$ cat config.mk
export PLATFORM = sky130hd
export DESIGN_NAME = tod_alarm_unit
export DESIGN_NICKNAME = d
export VERILOG_FILES = /design/src/rtl/tod_alarm_pkg.sv /design/src/rtl/alarm_field_regs.sv /design/src/rtl/alarm_match.sv /design/src/rtl/alarm_flag.sv /design/src/rtl/irq_router.sv /design/src/rtl/tod_alarm_unit.sv
export SDC_FILE = /design/constraint.sdc
export NUM_CORES = 1
export LEC_CHECK = 0
export ABC_AREA = 1
export ABC_CLOCK_PERIOD_IN_PS = 1100
export BUFFER_PORTS_ARGS = -buffer_cell sky130_fd_sc_hd__clkbuf_2
export CORE_ASPECT_RATIO = 0.8
export CORE_MARGIN = 2
export CORE_UTILIZATION = 30
export CTS_BUF_LIST = sky130_fd_sc_hd__clkbuf_16
export CTS_CLUSTER_SIZE = 25
export DETAILED_ROUTE_END_ITERATION = 7
export MAX_ROUTING_LAYER = met4
export PLACE_DENSITY = 0.59
export SLEW_MARGIN = 20
export SYNTH_ARGS = -nofsm -noshare
export SYNTH_HDL_FRONTEND = slang
export SYNTH_SLANG_ARGS = --single-unit
$ cat constraint.sdc
create_clock -name clk -period 1.1 [get_ports clk]
set_input_delay 0.055 -clock clk [delete_from_list [all_inputs] [get_ports clk]]
set_output_delay 0.055 -clock clk [all_outputs]
set_load 0.1 [all_outputs]
$ cat src/rtl/tod_alarm_pkg.sv
package tod_alarm_pkg;
  localparam int FIELD_W  = 8;
  localparam int MASK_BIT = 7;
  localparam int NFIELD   = 4;   // sec, min, hour, day
  localparam int NALARM   = 2;
  localparam int AW       = $clog2(NFIELD * NALARM);
  typedef logic [FIELD_W-1:0] field_t;
  typedef field_t [NFIELD-1:0] fieldset_t;
  typedef struct packed {
    logic route;
    logic en1;
    logic en0;
  } ctl_t;
endpackage

$ cat src/rtl/alarm_field_regs.sv
module alarm_field_regs
  import tod_alarm_pkg::*;
#(
  parameter int BASE = 0
) (
  input  logic          clk,
  input  logic          rst_n,
  input  logic          wr_en,
  input  logic [AW-1:0] wr_addr,
  input  field_t        wr_data,
  output fieldset_t     fields
);
  for (genvar i = 0; i < NFIELD; i++) begin : g_fld
    localparam logic [AW-1:0] IDX = AW'(BASE + i);
    always_ff @(posedge clk or negedge rst_n) begin
      if (!rst_n)                       fields[i] <= '0;
      else if (wr_en && wr_addr == IDX) fields[i] <= wr_data;
    end
  end
endmodule

$ cat src/rtl/alarm_match.sv
module alarm_match
  import tod_alarm_pkg::*;
(
  input  fieldset_t alarm,
  input  fieldset_t now,
  output logic      hit
);
  logic [NFIELD-1:0] ok;
  for (genvar i = 0; i < NFIELD; i++) begin : g_cmp
    assign ok[i] = alarm[i][MASK_BIT] ||
                   (alarm[i][MASK_BIT-1:0] == now[i][MASK_BIT-1:0]);
  end
  assign hit = &ok;
endmodule

$ cat src/rtl/alarm_flag.sv
module alarm_flag (
  input  logic clk,
  input  logic rst_n,
  input  logic tick,
  input  logic hit,
  input  logic clr,
  output logic flag
);
  always_ff @(posedge clk or negedge rst_n) begin
    if (!rst_n)           flag <= 1'b0;
    else if (tick && hit) flag <= 1'b1;   // set wins over clear
    else if (clr)         flag <= 1'b0;
  end
endmodule

$ cat src/rtl/irq_router.sv
module irq_router
  import tod_alarm_pkg::*;
(
  input  ctl_t              ctl,
  input  logic [NALARM-1:0] flags,
  output logic              irq0_n,
  output logic              irq1_n
);
  logic a0, a1;
  assign a0 = flags[0] && ctl.en0;
  assign a1 = flags[1] && ctl.en1;
  always_comb begin
    if (ctl.route) begin
      irq0_n = !a0;
      irq1_n = !a1;
    end else begin
      irq0_n = !(a0 || a1);
      irq1_n = 1'b1;
    end
  end
endmodule

$ cat src/rtl/tod_alarm_unit.sv
module tod_alarm_unit
  import tod_alarm_pkg::*;
(
  input  logic       clk,
  input  logic       rst_n,
  input  logic       tick,
  input  logic [7:0] cur_sec,
  input  logic [7:0] cur_min,
  input  logic [7:0] cur_hour,
  input  logic [7:0] cur_day,
  input  logic       wr_en,
  input  logic [2:0] wr_addr,
  input  logic [7:0] wr_data,
  input  logic       ctl_we,
  input  logic [2:0] ctl_data,
  input  logic       clr0,
  input  logic       clr1,
  output logic       flag0,
  output logic       flag1,
  output logic       irq0_n,
  output logic       irq1_n
);
  fieldset_t         now;
  ctl_t              ctl_q;
  logic [NALARM-1:0] hit_w;
  logic [NALARM-1:0] flag_w;
  logic [NALARM-1:0] clr_w;

  assign now   = {cur_day, cur_hour, cur_min, cur_sec};
  assign clr_w = {clr1, clr0};

  always_ff @(posedge clk or negedge rst_n) begin
    if (!rst_n)      ctl_q <= '0;
    else if (ctl_we) ctl_q <= ctl_t'(ctl_data);
  end

  for (genvar a = 0; a < NALARM; a++) begin : g_alarm
    fieldset_t set_q;
    alarm_field_regs #(.BASE(a * NFIELD)) u_regs (
      .clk(clk), .rst_n(rst_n), .wr_en(wr_en), .wr_addr(wr_addr),
      .wr_data(wr_data), .fields(set_q)
    );
    alarm_match u_match (.alarm(set_q), .now(now), .hit(hit_w[a]));
    alarm_flag u_flag (
      .clk(clk), .rst_n(rst_n), .tick(tick), .hit(hit_w[a]),
      .clr(clr_w[a]), .flag(flag_w[a])
    );
  end

  irq_router u_route (.ctl(ctl_q), .flags(flag_w), .irq0_n(irq0_n), .irq1_n(irq1_n));

  assign flag0 = flag_w[0];
  assign flag1 = flag_w[1];
endmodule

==> results.ini, run 1 <==
[status]
outcome=finished, violations left
violations=negative setup slack

[routing]
wl_met2_mm=4.01
vias=2993
met1_length_mm=4.17
drc=0
via_per_inst=4.33
drtAntennaViolNets=0
wl_per_cell_um=12.4
drt_iter0_markers=173
drtPass1Iterations=4
top_layer=met4
wl_met3_um=374
routed_wl_mm=8.57

[floorplanning]
die_area_um2=12600
core.rowCount=35
start_util=0.306
fp.dieH_um=101
io_pins=57
fp.dieW_um=125
core_area_um2=11400

[power]
ir_drop_uv=747
power_density_nw_per_um2=1710
leakage_uw=0.00236
p_total_uw=7900

[logic_synthesis]
synth_ff_type=dfrtp_1
synthTopCellsByArea=dfrtp_1 (49%), nand2_1 (19%), o21ai_0 (9.0%)
synthesis.area_um2=3500
synth_edf_count=0
seq_area_frac_synth=0.493
synthArstFlopShare=1.00
synth_nets=507
synthCells=454
netlist.area_leader.share=0.493
avgSynthCellArea_um2=7.71
yosys_register_bits=69
synth.most_common_cell=nand2_1
synth_commonest_cells=nand2_1 (175), dfrtp_1 (69), inv_1 (63), o21ai_0 (63), nor2_1 (26)
synth_top_area_cell=dfrtp_1
synth.distinct_cells=19
ys_warn_count=0

[cells_and_area]
antenna_cells=0
drive_above_1_share=0.186
fin_nets=591
stdcell_area_um2=4620
area_growth_pct=32.0

[timing]
relSlewSlack=0.717
fin_worst_skew_ns=0.00361
period_minus_slack_ns=1.30
slew_viol_final=0
finalCritPeriodShare=1.18
worst_hold_slack_ns=0.0130
max_freq_mhz=768
worst_slack_ns=-0.202
rsz0062_at_grt=true
hold_violations=0
finalSetupTns_ns=-0.600
worst-slew-pin-transition_ns=0.424
setup_viol=5

[placed_design]
hpwl_mm=6.14
io_buffers=52
post-place-ws_ns=-0.0633
place_area_um2=4120
gp_congestion=0.779

[job]
cap_violations=0

[clock_tree]
cts_tree=built
cts.clk_slew.worst_paths_ns=0.06
cts_max_path_buffers=2
insertion_delay_ns=0.33
cts_max_level=3
cts_sinks=69
cts_buffers=9
cts_root_buf=clkbuf_16

[critical_path]
path_class=reg -> out
arrival_ns=1.25
required_ns=1.04
slowest_stage=dfrtp_4
startpoint_type=flip-flop
worst_setup_path_end_kind=output port
path_cells=a32oi_4 -> buf_12
crit_fanout=4
cpPeakStageDelay_ns=0.50

[grt]
grt_pass1_vias=3046
overflow=0
grt_first_pass_wirelength_mm=14.7
grt_max_degree=38
grt_usage=0.152
antenna_found_initial=0

[worst_hold_path]
min_path_type=in -> reg

[worst paths after layout]
kind | from | to | slack (ns) | cells after the start
min reg2reg | g_alarm[0].u_regs.fields[31] | g_alarm[0].u_regs.fields[31] | 0.48 | 2
max reg2reg | g_alarm[0].u_regs.fields[12] | g_alarm[0].u_flag.flag | -0.06 | 8
min in group asynchronous | rst_n | ctl_q[0] | 0.27 | 3
max in group asynchronous | rst_n | g_alarm[1].u_regs.fields[6] | 0.42 | 3
min | clr0 | g_alarm[0].u_flag.flag | 0.01 | 3
max | g_alarm[1].u_flag.flag | irq0_n | -0.20 | 2
[registers in the layout, summed over array words and instances, names as in the netlist]
name	cells
g_alarm.u_regs.fields	64
ctl_q	3
g_alarm.u_flag.flag	2
[report_power, final]
group,leakage (uW),internal (uW),switching (uW)
Sequential,0.000855,3000,335
Combinational,0.00136,713,787
Clock,0.000151,1970,1090
Total,0.00236,5690,2210
[placed cells by master, fill, tap and decap left out, drive strengths merged, types with 2 or more instances in the layout]
| cell type | count |
|---|---|
| buf | 24 |
| mux2 | 2 |
| inv | 64 |
| bufinv | 2 |
| xor2 | 5 |
| xnor2 | 22 |
| nand3 | 7 |
| a21oi | 5 |
| clkbuf | 57 |
| nand2 | 175 |
| o21ai | 63 |
| o21bai | 5 |
| dfrtp | 69 |
| clkinv | 3 |
| dlygate4sd3 | 9 |
| nor2 | 27 |
[logic make-up after synthesis]
group / after synthesis / synth area share
simple gates: 211 / 0.234
buf+inv: 71 / 0.0883
flops: 69 / 0.493
mux: 2 / 0.00644
xor+xnor: 27 / 0.0676
compound gates: 74 / 0.110
[layer usage]
metal  global-route usage  up-vias
met1                0.196     1384
met5                    -        -
met3               0.0356        2
met2                0.244       48
met4               0.0372        0
li1                     -     1559
[timing repair]
item,in CTS,in global routing
endpoints found under the setup margin,4,5
resized for setup,1,7
hold buffers,9,0
pin swaps,4,5
hold endpoints to repair,76,0
cloned,0,0
buffers inserted,3,4
[critical path: cells and delay by family (launching register included)]
| kind | cells | cell delay, ns |
|---|---|---|
| flip-flops | 1 | 0.50 |
| AO/OA/AOI/OAI | 1 | 0.21 |
| buffers and inverters | 1 | 0.20 |
[stage by stage]
| step | util | cells |
|---|---|---|
| floorplan | - | 454 |
| global placement | 0.361 | 659 |
| detailed placement | 0.361 | 659 |
| CTS | 0.398 | 687 |
| global route | 0.404 | 691 |
| finish | 0.404 | 691 |
[layout make-up]
type	instances	area (um^2)
fillers	1147	6810
clock inverters	7	88.8
flip-flops and latches	69	1730
repair buffers	81	623
well taps	148	185
clock buffers	9	225
multi-input cells	314	1530
inverters	63	236
(Power assumes the default switching activity.)
==> run 2: changes to the inputs <==
- CORE_ASPECT_RATIO: 0.8 -> 0.6
==> results.ini, run 2 (synthesis results as in run 1) <==
[cells_and_area]
area_growth_pct=34.4
largest_register_ffs=64
antenna_cells=0
drive_above_1_share=0.199
final_common_cell=nand2_1
final_cell_mix=nand2_1 (174), dfrtp_1 (67), inv_1 (64), o21ai_0 (60), clkbuf_2 (47)
top_regs=g_alarm.u_regs.fields (64), ctl_q (3), g_alarm.u_flag.flag (2)
final_core_util=0.415
fillers=1160
stdcell_area_um2=4700
fin_nets=596
regMostFlops=g_alarm.u_regs.fields

[clock_tree]
cts_buffers=9
cts.clk_slew.worst_paths_ns=0.05
cts_tree=built
cts_max_level=3
cts_sinks=69
insertion_delay_ns=0.33
cts_max_path_buffers=2
cts_root_buf=clkbuf_16

[power]
leakage_uw=0.00241
power_density_nw_per_um2=1680
ir_drop_uv=821

[grt]
antenna_found_initial=0
grt_first_pass_wirelength_mm=14.4
grt_usage=0.158
grt_max_degree=20
grt_pass1_vias=2892
overflow=0

[worst_hold_path]
hold_depth=3
holdPathEnd=g_alarm[0].u_flag.flag
hold_start=tick
min_path_type=in -> reg

[floorplanning]
fp.dieH_um=87.7
fp.dieW_um=143
io_pins=57
die_area_um2=12600
core_area_um2=11300
start_util=0.309
core.rowCount=30

[routing]
drt_iter0_markers=176
drtPass1Iterations=4
via_per_inst=4.31
vias=3053
routed_wl_mm=8.76
drtAntennaViolNets=0
drc=0
wl_per_cell_um=12.4

[timing]
relSlewSlack=0.658
worst_slack_ns=-0.217
fin_worst_skew_ns=0.00519
rsz0062_at_grt=true
setup_viol=5
finalCritPeriodShare=1.20
max_freq_mhz=759
hold_violations=0
worst-slew-pin-transition_ns=0.513
period_minus_slack_ns=1.32
slew_viol_final=0

[placed_design]
place_area_um2=4230
hpwl_mm=6.57
io_buffers=52
gp_congestion=0.834

[critical_path]
crit_fanout=4
r2r-end=g_alarm[1].u_flag.flag
rrSetupSlack_ns=-0.08
crit_start=g_alarm[1].u_flag.flag
r2r_start=g_alarm[1].u_regs.fields[21]
worst_setup_path_end_kind=output port
arrival_ns=1.26
required_ns=1.04
startpoint_type=flip-flop
path_class=reg -> out
rr_worst_depth=9

[status]
violations=negative setup slack
outcome=finished, violations left

[job]
cap_violations=0

==> run 2: worst max path at each step <==
stage / endpoint / slack, ns / cells past startpoint
floorplan: irq0_n / -0.32 / 1
global placement: g_alarm[0].u_flag.flag / -0.05 / 7
detailed placement: g_alarm[1].u_flag.flag / -0.08 / 9
CTS: irq0_n / -0.24 / 2
global route: irq0_n / -0.25 / 2
finish: irq0_n / -0.22 / 2
==> run 2: report_power, final <==
group	leakage, uW	internal (uW)	switching (uW)
clock network	0.000155	1950	1020
logic	0.00139	774	835
registers	0.000856	3010	325
==> run 2: area by class of cell <==
cell class	instances	area, um^2	share of cell area
Sequential cell	69	1730	0.368
Multi-Input combinational cell	314	1530	0.325
Timing Repair Buffer	86	698	0.148
Inverter	63	236	0.0503
Clock buffer	9	225	0.0479
Tap cell	160	200	0.0426
Clock inverter	7	81.3	0.0173
==> run 2: repair_timing <==
item                       in CTS  in global routing
pin swaps                       5                 10
buffers inserted                1                  4
hold endpoints to repair       20                  0
setup endpoints to repair       5                  5
gates resized for setup         4                 10
hold buffers                    9                  0
==> run 2: routing by layer <==
metal | routed length, um | GRT usage | vias to the layer above
li1 | - | - | 1567
met1 | 4510 | 0.216 | 1410
met2 | 3750 | 0.229 | 64
met3 | 393 | 0.0410 | 12
met4 | 115 | 0.0481 | 0
met5 | 0 | - | -
==> run 2: worst max-delay path, stage by stage (launching register included) <==
cell and delay, ns:
dfrtp_4 0.51, a32oi_4 0.21, buf_12 0.20
==> run 2: stage by stage <==
stage / hold WS (ns) / setup WS [ns] / total power (uW) / TNS, ns / instances
finish: 0.0169 / -0.217 / 7910 / -0.532 / 708
global route: 0.0307 / -0.254 / 8410 / -0.860 / 708
CTS: 0.0159 / -0.243 / 7940 / -0.622 / 704
detailed placement: 0.0566 / -0.0773 / 4870 / -0.142 / 678
global placement: 0.0489 / -0.0479 / 4800 / -0.0663 / 678
floorplan: -0.241 / -0.325 / 4290 / -0.436 / 454
==> run 3: changes to the inputs <==
- ABC_CLOCK_PERIOD_IN_PS: 1100 -> 1610
- BUFFER_PORTS_ARGS: -buffer_cell sky130_fd_sc_hd__clkbuf_2 -> -buffer_cell sky130_fd_sc_hd__buf_2
- clock period: 1.1 -> 1.61 ns (I/O delays scaled with it)
==> results.ini, run 3 (synthesis results as in run 1) <==
[clock_tree]
cts_sinks=69
insertion_delay_ns=0.33
cts_tree=built
cts.clk_slew.worst_paths_ns=0.06
cts_max_path_buffers=2
cts_max_level=3
cts_root_buf=clkbuf_16
cts_buffers=9

[cells_and_area]
final_cell_mix=nand2_1 (175), dfrtp_1 (68), inv_1 (63), o21ai_0 (63), buf_2 (52)
final_core_util=0.379
drive_above_1_share=0.148
regMostFlops=g_alarm.u_regs.fields
final_common_cell=nand2_1
fin_nets=575
top_regs=g_alarm.u_regs.fields (64), ctl_q (3), g_alarm.u_flag.flag (2)
largest_register_ffs=64
area_growth_pct=22.9
antenna_cells=0
layout.cells.non_filler=687

[critical_path]
rrSetupSlack_ns=0.41
arrival_ns=1.45
crit_fanout=4
r2r_start=g_alarm[1].u_regs.fields[3]
startpoint_type=flip-flop
worst_setup_path_end_kind=output port
required_ns=1.53
path_class=reg -> out
r2r-end=g_alarm[1].u_flag.flag
rr_worst_depth=7

[grt]
grt_usage=0.151
overflow=0
grt_pass1_vias=2799
antenna_found_initial=0
grt_first_pass_wirelength_mm=13.8
grt_max_degree=45

[power]
power_density_nw_per_um2=1160
p_total_uw=4980
ir_drop_uv=554
leakage_uw=0.00219

[timing]
slew_viol_final=0
setup_viol=0
relSlewSlack=0.622
finalCritPeriodShare=0.948
fin_worst_skew_ns=0.00528
worst-slew-pin-transition_ns=0.568
hold_violations=0
period_minus_slack_ns=1.53
rsz0062_at_grt=false
max_freq_mhz=655

[routing]
wl_per_cell_um=12.3
via_per_inst=4.25
drt_iter0_markers=170
drtAntennaViolNets=0
drtPass1Iterations=4
vias=2918
drc=0
routed_wl_mm=8.44

[floorplanning]
start_util=0.309
core.rowCount=30
die_area_um2=12600
fp.dieW_um=143
io_pins=57
core_area_um2=11300
fp.dieH_um=87.7

[placed_design]
gp_congestion=0.773
hpwl_mm=6.21
io_buffers=52
dp_cells=662

[worst_hold_path]
hold_start=clr1
holdPathEnd=g_alarm[1].u_flag.flag
min_path_type=in -> reg
hold_depth=3

[job]
cap_violations=0

[status]
outcome=complete, no violations

run 3: changes by cell type in the layout (fill, tap and decap cells not counted), sizes merged:
cell,previous run,this run
clkinvlp,0,2
clkbuf,56,9
buf,30,56
clkinv,4,5
inv,64,63
bufinv,2,0
run 3: critical path, stage by stage (launching register included):
cell     delay, ns
dfrtp_2       0.44
a32oi_4       0.22
buf_2         0.45
run 3: power by group:
group	internal, uW	total, uW	switching (uW)	leakage [uW]
combinational	422	944	522	0.00121
sequential	2050	2270	221	0.000858
clock	1030	1760	732	0.000129
total	3500	4980	1470	0.00219
run 3: what timing repair did:
action / in CTS / in global routing
gates resized for setup: 0 / 0
buffers inserted: 0 / 0
hold buffers: 9 / 0
hold endpoints to repair: 75 / 0
run 3: cell type report:
class | instances | area (um^2)
clock buffers | 9 | 225
clock inverters | 7 | 42.5
fillers | 1207 | 7040
inverters | 63 | 236
multi-input cells | 314 | 1490
flip-flops and latches | 69 | 1730
well taps | 160 | 200
repair buffers | 65 | 380
run 3: stage by stage:
stage / area, um^2 / worst slack (ns) / TNS [ns] / hold slack (ns)
2_1_floorplan: 3520 / -0.0560 / -0.0560 / -0.215
3_3_place_gp: 3940 / 0.416 / 0 / 0.115
3_5_place_dp: 3940 / 0.409 / 0 / 0.120
4_1_cts: 4300 / 0.0708 / 0 / 0.0249
5_1_grt: 4300 / 0.0494 / 0 / 0.0386
6_report: 4300 / 0.0842 / 0 / 0.0378
run 3: how the worst max path moves through the flow:
| stage | slack [ns] | endpoint | from |
|---|---|---|---|
| 2_1_floorplan | -0.06 | irq0_n | g_alarm[0].u_flag.flag |
| 3_3_place_gp | 0.42 | g_alarm[1].u_flag.flag | g_alarm[1].u_regs.fields[3] |
| 3_5_place_dp | 0.41 | g_alarm[1].u_flag.flag | g_alarm[1].u_regs.fields[3] |
| 4_1_cts | 0.07 | irq0_n | g_alarm[1].u_flag.flag |
| 5_1_grt | 0.05 | irq0_n | ctl_q[1] |
| 6_report | 0.08 | irq0_n | g_alarm[1].u_flag.flag |
run 3: per-layer routing:
| layer | vias up | global-route usage | routed length (um) | share of wire |
|---|---|---|---|---|
| li1 | 1530 | - | - | - |
| met1 | 1318 | 0.212 | 4340 | 0.51 |
| met2 | 62 | 0.217 | 3570 | 0.42 |
| met3 | 8 | 0.0454 | 469 | 0.056 |
| met4 | 0 | 0.0294 | 68 | 0.0081 |
| met5 | - | - | 0 | 0 |
